--- src/rtl/codec_regport_pkg.sv ---
package codec_regport_pkg;
  localparam int DW   = 8;
  localparam int NREG = 32;
  localparam int AW   = $clog2(NREG);

  typedef enum logic [1:0] {
    PORT_INDEX  = 2'd0,
    PORT_DATA   = 2'd1,
    PORT_STATUS = 2'd2,
    PORT_PIO    = 2'd3
  } port_e;

  localparam logic [AW-1:0] RI_FMT  = AW'(8);
  localparam logic [AW-1:0] RI_IFC  = AW'(9);
  localparam logic [AW-1:0] RI_CAL  = AW'(11);
  localparam logic [AW-1:0] RI_MODE = AW'(12);
  localparam logic [AW-1:0] RI_ALT  = AW'(24);
  localparam logic [AW-1:0] RI_RSVA = AW'(22);
  localparam logic [AW-1:0] RI_RSVB = AW'(27);
  localparam logic [AW-1:0] RI_RSVC = AW'(29);

  localparam int MCE_BIT  = 6;
  localparam int EXT_BIT  = 6;
  localparam int PEND_BIT = 4;
  localparam int BUSY_BIT = 5;

  function automatic logic [DW-1:0] reg_reset(input int n);
    case (n)
      2, 3, 4, 5, 18, 19: reg_reset = 8'h88;
      6, 7:               reg_reset = 8'h80;
      9:                  reg_reset = 8'h08;
      12:                 reg_reset = 8'h8A;
      25, 26:             reg_reset = 8'hA0;
      default:            reg_reset = 8'h00;
    endcase
  endfunction
endpackage

--- src/rtl/cr_ibank.sv ---
module cr_ibank
  import codec_regport_pkg::*;
(
  input  logic          clk,
  input  logic          rst_n,
  input  logic          wr_en,
  input  logic [AW-1:0] waddr,
  input  logic [DW-1:0] wdata,
  input  logic          mce,
  input  logic          status_clr,
  input  logic          play_set,
  input  logic [AW-1:0] rd_addr,
  output logic [DW-1:0] rd_data,
  output logic [DW-1:0] fmt,
  output logic [DW-1:0] ifc,
  output logic          ext,
  output logic          ack_clr,
  output logic          stb
);
  logic [DW-1:0] regs_q [NREG];
  logic [DW-1:0] regs_d [NREG];
  logic          stb_d;

  always_comb begin
    for (int i = 0; i < NREG; i++) regs_d[i] = regs_q[i];
    stb_d   = 1'b0;
    ack_clr = 1'b0;
    if (wr_en) begin
      case (waddr)
        RI_FMT: begin
          if (mce) begin
            regs_d[RI_FMT] = wdata;
            stb_d          = 1'b1;
          end else if (regs_q[RI_ALT][PEND_BIT]) begin
            regs_d[RI_FMT] = {wdata[7:4], regs_q[RI_FMT][3:0]};
            stb_d          = 1'b1;
          end
        end
        RI_IFC:  regs_d[RI_IFC] = wdata & 8'hDF;
        RI_CAL, RI_RSVA, RI_RSVB, RI_RSVC: ;
        RI_MODE: regs_d[RI_MODE][EXT_BIT] = wdata[EXT_BIT];
        RI_ALT: begin
          ack_clr        = regs_q[RI_ALT][PEND_BIT] & ~wdata[PEND_BIT];
          regs_d[RI_ALT] = wdata;
        end
        default: regs_d[waddr] = wdata;
      endcase
    end
    if (status_clr) regs_d[RI_ALT][6:4] = 3'b000;
    if (play_set)   regs_d[RI_ALT][PEND_BIT] = 1'b1;
  end

  for (genvar g = 0; g < NREG; g++) begin : g_reg
    localparam logic [DW-1:0] RV = reg_reset(g);
    always_ff @(posedge clk or negedge rst_n) begin
      if (!rst_n) regs_q[g] <= RV;
      else        regs_q[g] <= regs_d[g];
    end
  end

  always_ff @(posedge clk or negedge rst_n) begin
    if (!rst_n) stb <= 1'b0;
    else        stb <= stb_d;
  end

  assign rd_data = regs_q[rd_addr];
  assign fmt     = regs_q[RI_FMT];
  assign ifc     = regs_q[RI_IFC];
  assign ext     = regs_q[RI_MODE][EXT_BIT];

  AST_STB_FROM_WRITE: assert property (@(posedge clk) disable iff (!rst_n)
    stb |-> $past(wr_en && waddr == RI_FMT));
  AST_FMT_HOLD: assert property (@(posedge clk) disable iff (!rst_n)
    !(wr_en && waddr == RI_FMT) |=> $stable(fmt));
  AST_PEND_SET: assert property (@(posedge clk) disable iff (!rst_n)
    play_set |=> regs_q[RI_ALT][PEND_BIT]);
endmodule

--- src/rtl/cr_calib.sv ---
module cr_calib #(
  parameter int CAL_READS = 1,
  localparam int CW = $clog2(CAL_READS + 1)
) (
  input  logic clk,
  input  logic rst_n,
  input  logic load,
  input  logic rd_hit,
  output logic busy
);
  logic [CW-1:0] cnt_q, cnt_d;

  always_comb begin
    cnt_d = cnt_q;
    if (load)                    cnt_d = CW'(CAL_READS);
    else if (rd_hit && busy)     cnt_d = cnt_q - 1'b1;
  end

  always_ff @(posedge clk or negedge rst_n) begin
    if (!rst_n) cnt_q <= '0;
    else        cnt_q <= cnt_d;
  end

  assign busy = (cnt_q != '0);

  AST_CAL_DEC: assert property (@(posedge clk) disable iff (!rst_n)
    (rd_hit && busy && !load) |=> (cnt_q == $past(cnt_q) - 1'b1));
  AST_CAL_IDLE: assert property (@(posedge clk) disable iff (!rst_n)
    (!load && !rd_hit) |=> $stable(cnt_q));
endmodule

--- src/rtl/cr_irq.sv ---
module cr_irq (
  input  logic clk,
  input  logic rst_n,
  input  logic set,
  input  logic clr,
  output logic flag
);
  logic flag_d;

  always_comb begin
    flag_d = flag;
    if (clr) flag_d = 1'b0;
    if (set) flag_d = 1'b1;
  end

  always_ff @(posedge clk or negedge rst_n) begin
    if (!rst_n) flag <= 1'b0;
    else        flag <= flag_d;
  end

  AST_SET_WINS: assert property (@(posedge clk) disable iff (!rst_n)
    set |=> flag);
  AST_CLR_DROPS: assert property (@(posedge clk) disable iff (!rst_n)
    (clr && !set) |=> !flag);
  AST_RISE_CAUSE: assert property (@(posedge clk) disable iff (!rst_n)
    $rose(flag) |-> $past(set));
endmodule

--- src/rtl/codec_regport.sv ---
module codec_regport
  import codec_regport_pkg::*;
#(
  parameter int CAL_READS = 1
) (
  input  logic          clk,
  input  logic          rst_n,
  input  logic [1:0]    host_addr,
  input  logic          host_wr,
  input  logic          host_rd,
  input  logic [DW-1:0] host_wdata,
  output logic [DW-1:0] host_rdata,
  input  logic          play_done,
  output logic          irq,
  output logic [DW-1:0] fmt_cfg,
  output logic [DW-1:0] iface_cfg,
  output logic          ext_mode,
  output logic          reconfig_stb
);
  logic [DW-2:0] index_q, index_d;
  logic [DW-1:0] rdata_d;
  logic [AW-1:0] iaddr;
  logic [DW-1:0] bank_rd;
  logic          wr_idx, wr_dat, wr_sts;
  logic          cal_load, cal_hit, cal_busy, ack_clr, int_flag;

  assign wr_idx = host_wr && (host_addr == PORT_INDEX);
  assign wr_dat = host_wr && (host_addr == PORT_DATA);
  assign wr_sts = host_wr && (host_addr == PORT_STATUS);

  assign iaddr = ext_mode ? index_q[AW-1:0] : {1'b0, index_q[AW-2:0]};

  assign cal_load = wr_idx && !index_q[MCE_BIT] && host_wdata[MCE_BIT]
                    && (iface_cfg[3] || iface_cfg[4]);
  assign cal_hit  = host_rd && !host_wr && (host_addr == PORT_DATA) && (iaddr == RI_CAL);

  always_comb begin
    index_d = index_q;
    if (wr_idx) index_d = host_wdata[DW-2:0];
  end

  always_comb begin
    rdata_d = host_rdata;
    if (host_rd) begin
      case (host_addr)
        PORT_INDEX:  rdata_d = {1'b0, index_q};
        PORT_DATA:   rdata_d = bank_rd | ((iaddr == RI_CAL && cal_busy) ? DW'(1 << BUSY_BIT) : '0);
        PORT_STATUS: rdata_d = {{(DW-1){1'b0}}, int_flag};
        default:     rdata_d = '0;
      endcase
    end
  end

  always_ff @(posedge clk or negedge rst_n) begin
    if (!rst_n) begin
      index_q    <= 7'h40;
      host_rdata <= '0;
    end else begin
      index_q    <= index_d;
      host_rdata <= rdata_d;
    end
  end

  cr_ibank u_bank (
    .clk        (clk),
    .rst_n      (rst_n),
    .wr_en      (wr_dat),
    .waddr      (iaddr),
    .wdata      (host_wdata),
    .mce        (index_q[MCE_BIT]),
    .status_clr (wr_sts),
    .play_set   (play_done),
    .rd_addr    (iaddr),
    .rd_data    (bank_rd),
    .fmt        (fmt_cfg),
    .ifc        (iface_cfg),
    .ext        (ext_mode),
    .ack_clr    (ack_clr),
    .stb        (reconfig_stb)
  );

  cr_calib #(.CAL_READS(CAL_READS)) u_cal (
    .clk    (clk),
    .rst_n  (rst_n),
    .load   (cal_load),
    .rd_hit (cal_hit),
    .busy   (cal_busy)
  );

  cr_irq u_irq (
    .clk   (clk),
    .rst_n (rst_n),
    .set   (play_done),
    .clr   (wr_sts || ack_clr),
    .flag  (int_flag)
  );

  assign irq = int_flag;

  AST_RD_HOLD: assert property (@(posedge clk) disable iff (!rst_n)
    !host_rd |=> $stable(host_rdata));
  AST_STATUS_CLR: assert property (@(posedge clk) disable iff (!rst_n)
    (wr_sts && !play_done) |=> !irq);
  AST_IDX_KEEP: assert property (@(posedge clk) disable iff (!rst_n)
    !wr_idx |=> $stable(index_q));
endmodule

--- config.mk ---
export PLATFORM = sky130hd
export DESIGN_NAME = codec_regport
export DESIGN_NICKNAME = d
export VERILOG_FILES = /design/src/rtl/codec_regport_pkg.sv /design/src/rtl/cr_ibank.sv /design/src/rtl/cr_calib.sv /design/src/rtl/cr_irq.sv /design/src/rtl/codec_regport.sv
export SDC_FILE = /design/constraint.sdc
export NUM_CORES = 1
export LEC_CHECK = 0
export ABC_AREA = 1
export BUFFER_PORTS_ARGS = -buffer_cell sky130_fd_sc_hd__buf_2
export CORE_MARGIN = 2
export CORE_UTILIZATION = 62
export DETAILED_ROUTE_END_ITERATION = 7
export GPL_TIMING_DRIVEN = 0
export PLACE_DENSITY = 0.85
export SYNTH_ARGS = -nofsm -noshare
export SYNTH_HDL_FRONTEND = slang
export SYNTH_SLANG_ARGS = --single-unit
--- constraint.sdc ---
create_clock -name clk -period 3 [get_ports clk]
set_input_delay 0.15 -clock clk [delete_from_list [all_inputs] [get_ports clk]]
set_output_delay 0.15 -clock clk [all_outputs]
set_load 0.005 [all_outputs]
# Word level (Yosys, flattened, before mapping)
# Index checks and enable logic that the tools add are counted.
# W data, S select, Z words.
totals:
  regBits: 274
  elab_cells: 130
  input_bits: 15
  output_inout_bits: 27
op_classes:
  addsub: 1
  reduce_logical: 34
  n_bitwise: 9
  n_lt_le_gt_ge: 2
  n_eq_ne: 14
  mux: 29
op_table:
  columns: ["operator", "count"]
  rows:
  - ["$bwmux W256", 1]
  - ["$mux W63", 1]
  - ["$mux W56", 1]
  - ["$pmux W8 S2", 3]
  - ["$bmux W8 S5", 1]
  - ["$demux W8 S5", 1]
  - ["$mux W8", 5]
  - ["$reduce_or A7 Y1", 4]
  - ["$pmux W8 S3", 1]
  - ["$eq A5 B4 Y1 const B", 4]
  - ["$eq A5 B5 Y1 const B", 4]
  - ["$logic_and A1 B1 Y1", 12]
  - ["$reduce_and A2 Y1", 6]
  - ["$mux W1", 11]
  - ["$or A8 B6 Y8", 1]
  - ["$reduce_or A8 Y1", 1]
  - ["$ge A6 B6 Y1 const B", 1]
  - ["$lt A6 B1 Y1 const B", 1]
  - ["$mux W6", 1]
  - ["$not A1 Y1", 6]
  - ["$not A5 Y6", 1]
  - ["$reduce_and A3 Y1", 2]
  - ["$reduce_bool A2 Y1", 3]
  - ["$mux W5", 1]
  - ["14 further kinds", 16]

# Longest topological paths before layout
# Gate-level depths: netlist of run 1.
logic_depth:
  depth_word: 11
  ltp_mapped: 14

# Hierarchy
# Synthesis of run 1 repeated with hierarchy kept, for this count alone.
hier_totals:
  hier_cells: 1643
  hier_area_um2: 13135.1
by_module_without_submodules:
  columns: ["mod", "n_inst", "area_each_um2", "seq_area_each_um2", "cells_per_inst"]
  rows:
  - ["cr_ibank", 1, 12310.6, 6458.7, 1537]
  - ["codec_regport", 1, 744.5, 376.6, 96]
  - ["cr_calib", 1, 40.0, 25.0, 5]
  - ["cr_irq", 1, 40.0, 25.0, 5]

# Worst setup path after synthesis of run 1
# Ideal clock, no wire load.
synth_path:
  path_kind: "register to register"
  start: "register u_bank.regs_q, in the netlist u_bank.ext"
  end: "register u_bank.regs_q[208] (netlist name)"
  n_path_buf: 1
  arrival_time_ns: 1.878
  stages_incl_launch_ff: 12
  synth_period_minus_slack_ns: 1.996
  slack_ns: 1.004
  setup_ns: 0.118
  cell_sequence: "dfrtp_1 nand2_1 inv_2 nand3_1 o21ai_1 nor3_4 nand2_2 inv_2 buf_4 nand2_1 nand2_1 nand2_1"
synth_between:
  elab_chain_cells: 7
  elab_cells_between_ends: 19
  classes_between: "2 x order compare; 8 x eq/ne; 4 x mux; 2 x bitwise; 3 x reduce/logical"
synth_lines:
  columns: ["item", "line", "text"]
  rows:
  - ["from (decl)", "cr_ibank.sv:20", "logic [DW-1:0] regs_q [NREG];"]
  - ["from (signal, indexed assignment)", "cr_ibank.sv:57", "else regs_q[g] <= regs_d[g];"]
  - ["$mux W5 (*)", "codec_regport.sv:31", "assign iaddr = ext_mode ? index_q[AW-1:0] : {1'b0, index_q[AW-2:0]};"]
  - ["$not A5 Y6 (not written as such)", "cr_ibank.sv:46", "default: regs_d[waddr] = wdata;"]
  - ["$ge A6 B6 Y1 (not written as such) / $lt A6 B1 Y1 (equally long branches)", "cr_ibank.sv:46", null]
  - ["$logic_and A1 B1 Y1 (not written as such)", "cr_ibank.sv:46", null]
  - ["$mux W8 (not written as such)", "cr_ibank.sv:46", null]
  - ["$demux W8 S5", "cr_ibank.sv:46", null]
  - ["$bwmux W256", "cr_ibank.sv:46", null]
# Every way passes the cells marked *; elsewhere a longest branch is shown, timed or not.
# A chain may end at the register's enable or synchronous reset.

# Worst setup path after layout of run 1
layout_path:
  start: "register u_bank.regs_q, in the netlist u_bank.ext"
  end: "register u_bank.regs_q[250] (netlist name)"
# The elaborated chain is that of the path after synthesis.

==> reports/metrics.json, run 1 <==
{
  "outcome": {"value": "complete, no violations"},
  "num_rows": {"value": 53},
  "critical_path_required": {"value": 3.48, "unit": "ns"},
  "globalRouteOverflowTotal": {"value": 0},
  "detail_route.iter0.violations": {"value": 1819},
  "clock_sink_count": {"value": 274},
  "p_leak": {"value": 0.00799, "unit": "µW"},
  "root_buffer": {"value": "clkbuf_16"},
  "dieHeight": {"value": 149, "unit": "µm"},
  "maxCapViolations": {"value": 0},
  "finish.net_count": {"value": 1815},
  "drtAntennaViolNets": {"value": 0},
  "ioPinCount": {"value": 42},
  "synth_top_area_cell": {"value": "dfrtp_1"},
  "first_pass_iters": {"value": 7},
  "dpl_cell_area": {"value": 0.0136, "unit": "mm²"},
  "finalNonFillerCells": {"value": 2097},
  "drt-vias-per-instance": {"value": 6.12},
  "synth_sequential_area_ratio": {"value": 0.528},
  "synthDominantCellAreaShare": {"value": 0.481},
  "grt_setup_unrepaired": {"value": "no"},
  "achievable-frequency": {"value": 0.345, "unit": "GHz"},
  "stdcell_area": {"value": 0.0148, "unit": "mm²"},
  "post-dp-hpwl": {"value": 32.3, "unit": "mm"},
  "layout_area_overhead": {"value": 13.1, "unit": "%"},
  "hold_violations": {"value": 0},
  "via_count_of_the_first_global_routing_pass": {"value": 12200},
  "clock_latency_on_the_worst_skew_pair": {"value": 0.55, "unit": "ns"},
  "setup-violations-final": {"value": 0},
  "power.ir.vdd_worst": {"value": 517, "unit": "µV"},
  "num_vias": {"value": 12800},
  "largest_clock_skew_in_the_final_design": {"value": 0.0176, "unit": "ns"},
  "power_per_cell_area": {"value": 701, "unit": "mW/mm²"},
  "starting_density_of_the_core": {"value": 0.627},
  "groute.usage.overall": {"value": 0.435},
  "synthCells": {"value": 1725},
  "tritoncts": {"value": "yes"},
  "average_size_of_a_mapped_cell": {"value": 7.56, "unit": "µm²"},
  "post_synth_instance_area": {"value": 0.0130, "unit": "mm²"},
  "syn_nets": {"value": 1740},
  "fin_crit": {"value": 2.90, "unit": "ns"},
  "post-route-period-util": {"value": 0.967},
  "type_of_origin_of_the_critical_path": {"value": "flop"},
  "ys_warn_count": {"value": 0},
  "path_cells": {"value": "nand2_2, inv_2, nor3_4, nand2_1, nand3_1, nor2_4, nand2_2, nor2_2, buf_2, nand3_1, nand2_1"},
  "grt_max_degree": {"value": 124},
  "total_cts_buffers": {"value": 29},
  "wirelength": {"value": 47.4, "unit": "mm"},
  "critPathMaxFanout": {"value": 10},
  "numPortBuffers": {"value": 33},
  "timing.setup.critical_path_class": {"value": "flop to flop"},
  "initial_antenna_violation_count": {"value": 0},
  "global_route_wire_length_before_repair": {"value": 71.5, "unit": "mm"},
  "slew_violations": {"value": 0},
  "timing.critical_path.to_type": {"value": "flop"},
  "critical_path_data_arrival_time": {"value": 3.38, "unit": "ns"},
  "clock_buffer_depth": {"value": 3},
  "slew_of_the_pin_with_the_lowest_slew_margin": {"value": 1.17, "unit": "ns"},
  "tns": {"value": 0, "unit": "ns"},
  "slowest_delay": {"value": 0.57, "unit": "ns"},
  "synth_cell_type_count": {"value": 28},
  "netlist_top_cells_area": {"value": "dfrtp_1, nand2_1, nand3_1, dfstp_2, clkbuf_1"},
  "final_wtd_congestion": {"value": 1.09},
  "floorplan.die.width": {"value": 149, "unit": "µm"},
  "core_region": {"value": 0.0208, "unit": "mm²"},
  "antenna_cell_count": {"value": 0},
  "wl_per_cell": {"value": 22.6, "unit": "µm"},
  "postSynthRegisterBits": {"value": 274},
  "dp_cells": {"value": 2035},
  "worst_hold_path_type": {"value": "input pin to flop"},
  "die_area": {"value": 0.0222, "unit": "mm²"},
  "slew_headroom": {"value": 0.219},
  "clock_tree.htree_level_count": {"value": 1},
  "clock_pin_slew_of_the_registers_on_the_worst_case_setup_and_hold_paths": {"value": 0.06, "unit": "ns"},
  "slowest_stage": {"value": "dfrtp_1"},
  "detail_route.drc_violations": {"value": 0},
  "layout-drive-gt1-share": {"value": 0.0988}
}
## cell type report
class,count,area (µm²)
plain buffers,154,683
fillers,1657,6070
multi-input cells,1263,5410
inverters,34,128
clock inverters,8,115
well taps,275,344
repair buffers,44,305
clock buffers,45,876
flip-flops and latches,274,6890
## sequential cells by signal (all words and copies together), names as in the netlist
register and cells:
u_bank.regs_q 239, host_rdata 8, u_bank.fmt 8, u_bank.ifc 8
index_q 7, u_bank.ext 1, u_bank.stb 1, u_cal.busy 1
u_irq.flag 1
## final timing paths
path / from / end / slack, ns / depth (start not counted)
setup / recovery: u_bank.ext / u_bank.regs_q[250] / 0.1 / 11
hold / removal: host_wr / u_cal.busy / 0.02 / 4
setup reg to reg: u_bank.ext / u_bank.regs_q[250] / 0.1 / 11
hold reg to reg: u_bank.regs_q[155] / u_bank.regs_q[155] / 0.44 / 1
max in group asynchronous: rst_n / u_bank.regs_q[228] / 1.99 / 3
min in group asynchronous: rst_n / u_bank.regs_q[84] / 0.06 / 2
## critical path, delay by kind of cell, from the launching register on
family	cells	cell delay (ns)
buffers and inverters	2	0.56
DFF	1	0.57
and+or+nand+nor	9	1.69
## synth_stat cells, drive strengths merged
master,number
a21boi,1
a21oi,15
a22oi,40
a31o,1
buf,63
clkbuf,91
clkinv,4
dfrtp,251
dfstp,23
inv,30
nand2,865
nand3,225
nand4,21
nor2,48
nor3,7
nor4,2
o211ai,1
o21ai,36
o2bb2ai,1
## metrics by stage
step                hold slack [ns]  utilization  worst slack, ns  power [µW]
CTS                          0.0161        0.704          -0.0168       10200
floorplan                    -0.146            -             1.00        5620
global placement              0.374        0.651            -3.09        6410
global route                 0.0379        0.708           0.0312       10700
finish                       0.0165        0.708           0.0982       10300
detailed placement           0.0401        0.654           -0.169        6480
## power breakdown
part | leakage (µW) | internal, µW | total, µW | switching, µW
registers | 0.00366 | 4190 | 4520 | 322
clock network | 0.000492 | 2250 | 3760 | 1510
logic | 0.00383 | 581 | 2060 | 1480
## routing by layer
metal	wire length, µm	vias up	GRT usage
li1	-	5630	-
met1	17300	6032	0.568
met2	19900	935	0.634
met3	6270	235	0.130
met4	3930	0	0.284
met5	0	-	0
## kinds of logic (layout without fill, tap and decap cells)
| family | after synthesis | count (layout) | share of synthesized area |
|---|---|---|---|
| AND/OR/NAND/NOR | 1168 | 1168 | 0.366 |
| buffers and inverters | 188 | 285 | 0.0608 |
| AO/OA/AOI/OAI | 95 | 95 | 0.0451 |
| flip-flops | 274 | 274 | 0.528 |
## timing repair
| item | 4_1_cts | 5_1_grt |
|---|---|---|
| hold endpoints to repair | 257 | 0 |
| setup buffers | 0 | 6 |
| resized for setup | 7 | 15 |
| endpoints found under the setup margin | 17 | 202 |
| pin swaps | 0 | 2 |
| hold buffers | 3 | 0 |
## cell usage in the layout (no fill, tap or decap), drive strengths merged
cell,n
a21boi,1
a21oi,15
a22oi,40
a31o,1
buf,101
bufinv,3
clkbuf,138
clkdlybuf4s15,1
clkinv,9
dfrtp,251
dfstp,23
dlygate4sd3,3
inv,30
nand2,865
nand3,225
nand4,21
nor2,48
nor3,7
nor4,2
o211ai,1
o21ai,36
o2bb2ai,1
No activity file was read; power rests on OpenSTA's default activity.
==> run 2, diff against run 1 <==
--- a/config.mk
+++ b/config.mk
@@ -6,7 +6,7 @@
 export NUM_CORES = 1
 export LEC_CHECK = 0
 export ABC_AREA = 1
-export BUFFER_PORTS_ARGS = -buffer_cell sky130_fd_sc_hd__buf_2
+export BUFFER_PORTS_ARGS = -buffer_cell sky130_fd_sc_hd__clkbuf_2
 export CORE_MARGIN = 2
 export CORE_UTILIZATION = 62
 export DETAILED_ROUTE_END_ITERATION = 7
==> run 2 against run 1 <==
Effect of this change:
- global-route usage fell by 1.4 points
- die area stayed put
- largest power group unchanged
- largest cell class unchanged
- total power fell by 2.4%
- fmax is 1.3% lower
- critical path type unchanged
==> reports/metrics.json, run 2 (same netlist as run 1, synthesis figures left out) <==
{
  "timing.setup.critical_path_class": {"value": "flop to flop"},
  "clock_sink_count": {"value": 274, "change": "unchanged"},
  "clock_buffer_depth": {"value": 3, "change": "unchanged"},
  "storage_element_area": {"value": 0.00689, "unit": "mm²", "change": "unchanged"},
  "slew_of_the_pin_with_the_lowest_slew_margin": {"value": 1.07, "unit": "ns", "change": "-0.0997 ns"},
  "outcome": {"value": "complete, no violations"},
  "wl_per_cell": {"value": 21.9, "unit": "µm", "change": "-3.1%"},
  "die_area": {"value": 0.0222, "unit": "mm²", "change": "unchanged"},
  "slew_violations": {"value": 0, "change": "unchanged"},
  "top_signal_layer_used": {"value": "met4"},
  "hold_depth": {"value": 4, "change": "unchanged"},
  "initial_antenna_violation_count": {"value": 1, "change": "+1"},
  "final_common_cell": {"value": "nand2_1"},
  "fin_crit": {"value": 2.94, "unit": "ns", "change": "+0.0388 ns"},
  "met3RoutedLength": {"value": 6.47, "unit": "mm", "change": "+3.2%"},
  "type_of_origin_of_the_critical_path": {"value": "flop"},
  "largest_register_ff_count": {"value": 239, "change": "unchanged"},
  "hold-worst-slack": {"value": 0.0343, "unit": "ns", "change": "+0.0178 ns"},
  "num_rows": {"value": 53, "change": "unchanged"},
  "finalNonFillerCells": {"value": 2097, "change": "unchanged"},
  "layout_area_overhead": {"value": 12.4, "unit": "%"},
  "achievable-frequency": {"value": 0.340, "unit": "GHz", "change": "-1.3%"},
  "floorplan.die.width": {"value": 149, "unit": "µm", "change": "unchanged"},
  "stdcell_area": {"value": 0.0147, "unit": "mm²", "change": "-0.62%"},
  "clock_latency_on_the_worst_skew_pair": {"value": 0.56, "unit": "ns", "change": "about the same"},
  "first_pass_iters": {"value": 6, "change": "-1"},
  "total_cts_buffers": {"value": 29, "change": "unchanged"},
  "hold_violations": {"value": 0, "change": "unchanged"},
  "drt-vias-per-instance": {"value": 6.11, "change": "-0.13%"},
  "root_buffer": {"value": "clkbuf_16"},
  "worst_hold_path_type": {"value": "input pin to flop"},
  "finish.net_count": {"value": 1813, "change": "-0.11%"},
  "post-dp-hpwl": {"value": 31.5, "unit": "mm", "change": "-2.3%"},
  "critical_path_required": {"value": 3.49, "unit": "ns", "change": "about the same"},
  "setup-violations-final": {"value": 0, "change": "unchanged"},
  "dp_cells": {"value": 2035, "change": "unchanged"},
  "maxCapViolations": {"value": 0, "change": "unchanged"},
  "endpoint_with_the_worst_hold_slack": {"value": "u_cal.busy"},
  "critical_path_data_arrival_time": {"value": 3.43, "unit": "ns", "change": "+0.05 ns"},
  "detail_route.drc_violations": {"value": 0, "change": "unchanged"},
  "largest_clock_skew_in_the_final_design": {"value": 0.0118, "unit": "ns", "change": "-0.00582 ns"},
  "wirelength": {"value": 46.0, "unit": "mm", "change": "-3.1%"},
  "nFillCells": {"value": 1719, "change": "+3.7%"},
  "power.ir.vdd_worst": {"value": 569, "unit": "µV", "change": "+10%"},
  "tritoncts": {"value": "yes"},
  "grt_max_degree": {"value": 101, "change": "-19%"},
  "slew_headroom": {"value": 0.285, "change": "+0.0664"},
  "global_route_wire_length_before_repair": {"value": 69.4, "unit": "mm", "change": "-2.8%"},
  "final_wtd_congestion": {"value": 1.05, "change": "-2.9%"},
  "most-common-layout-cells": {"value": "nand2_1, dfrtp_1, nand3_1"},
  "worst_hold_startpoint": {"value": "host_wr"},
  "met2WireLength": {"value": 19.1, "unit": "mm", "change": "-4.4%"},
  "reg2reg_to": {"value": "host_rdata[5]"},
  "globalRouteOverflowTotal": {"value": 0, "change": "unchanged"},
  "clock_tree.htree_level_count": {"value": 1, "change": "unchanged"},
  "critPathMaxFanout": {"value": 10, "change": "unchanged"},
  "ioPinCount": {"value": 42, "change": "unchanged"},
  "setup.reg_to_reg.worst_slack": {"value": 0.06, "unit": "ns", "change": "-0.04 ns"},
  "area_of_the_multi_input_gates": {"value": 0.00539, "unit": "mm²", "change": "-0.44%"},
  "starting_density_of_the_core": {"value": 0.627, "change": "unchanged"},
  "p_leak": {"value": 0.00793, "unit": "µW", "change": "-0.72%"},
  "drtAntennaViolNets": {"value": 0, "change": "unchanged"},
  "layout-drive-gt1-share": {"value": 0.0950, "change": "-0.00379"},
  "dieHeight": {"value": 149, "unit": "µm", "change": "unchanged"},
  "post-route-period-util": {"value": 0.980, "change": "+0.0129"},
  "num_vias": {"value": 12800, "change": "-0.13%"},
  "detail_route.iter0.violations": {"value": 1814, "change": "-0.27%"},
  "core_region": {"value": 0.0208, "unit": "mm²", "change": "unchanged"},
  "via_count_of_the_first_global_routing_pass": {"value": 12100, "change": "-0.025%"},
  "wirelength_met1": {"value": 16.4, "unit": "mm", "change": "-5.0%"},
  "worst-r2r-cell-count": {"value": 13, "change": "+2"},
  "clock_pin_slew_of_the_registers_on_the_worst_case_setup_and_hold_paths": {"value": 0.06, "unit": "ns", "change": "about the same"},
  "power_per_cell_area": {"value": 688, "unit": "mW/mm²", "change": "-1.8%"},
  "max_flop_register": {"value": "u_bank.regs_q"},
  "dpl_cell_area": {"value": 0.0136, "unit": "mm²", "change": "about the same"},
  "rr_startpoint": {"value": "index_q[0]"},
  "numPortBuffers": {"value": 33, "change": "unchanged"},
  "timing.critical_path.to_type": {"value": "flop"},
  "grt_setup_unrepaired": {"value": "no"},
  "groute.usage.overall": {"value": 0.421, "change": "-0.0144"}
}
[run 2: changes by cell type in the layout (fill, tap and decap cells not counted), moves of 3 or more]
cell      delta
clkinv_2     +3
buf_4        -4
buf_1        +3
buf_2       -32
clkbuf_2    +31
[run 2: final cells by class]
| class | instances | share of cell area |
|---|---|---|
| sequential | 274 | 0.470 |
| multi-input combinational | 1263 | 0.368 |
| clock buffer | 44 | 0.0581 |
| buffer | 154 | 0.0460 |
| tap | 275 | 0.0235 |
| timing repair buffer | 42 | 0.0207 |
| inverter | 34 | 0.00871 |
| clock inverter | 10 | 0.00538 |
| antenna | 1 | 0.000171 |
[run 2: repair_timing]
action,CTS,global route
endpoints found under the setup margin,12,188
setup buffers,0,3
hold endpoints to repair,92,0
pin swaps,0,1
hold buffers,4,0
gates resized for setup,3,11
[run 2: how the worst max path moves through the flow]
stage	from	endpoint	slack, ns	depth (start not counted)
2_1_floorplan	u_bank.ext	u_bank.regs_q[208]	1.00	11
3_3_place_gp	rst_n	u_bank.regs_q[225]	-3.75	1
3_5_place_dp	index_q[0]	u_bank.regs_q[31]	-0.004	7
4_1_cts	index_q[0]	host_rdata[5]	0.02	13
5_1_grt	index_q[0]	host_rdata[1]	0.006	13
6_report	index_q[0]	host_rdata[5]	0.06	13
[run 2: critical path, stage by stage (launching register included)]
cell and delay [ns]:
dfrtp_1 0.36, buf_2 0.23, nand2_1 0.22, inv_2 0.13, clkbuf_2 0.37, buf_1 0.66
nand2_1 0.23, nand4_1 0.19, nand2_1 0.12, nand3_1 0.10, nor2_1 0.07, nand2_1 0.08
nand2_1 0.06, nand2_1 0.06
[run 2: report_power, final]
part / internal, µW / switching, µW
logic: 576 / 1460
registers: 4200 / 320
clock network: 2040 / 1500
total: 6810 / 3280
[run 2: through the flow]
stage / setup TNS [ns] / util / worst slack [ns] / power (µW)
after floorplan: 0 / - / 1.00 / 5620
after global placement: -977.68 / 0.651 / -3.75 / 6400
after detailed placement: -0.00437 / 0.654 / -0.00437 / 6460
after CTS: 0 / 0.701 / 0.0174 / 9940
after global routing: 0 / 0.704 / 0.00585 / 10400
final: 0 / 0.704 / 0.0594 / 10100
[run 2: per-layer routing]
metal / track usage / up-vias
met4: 0.297 / 0
met2: 0.600 / 966
met3: 0.134 / 259
met5: 0 / -
li1: - / 5624
met1: 0.545 / 5966
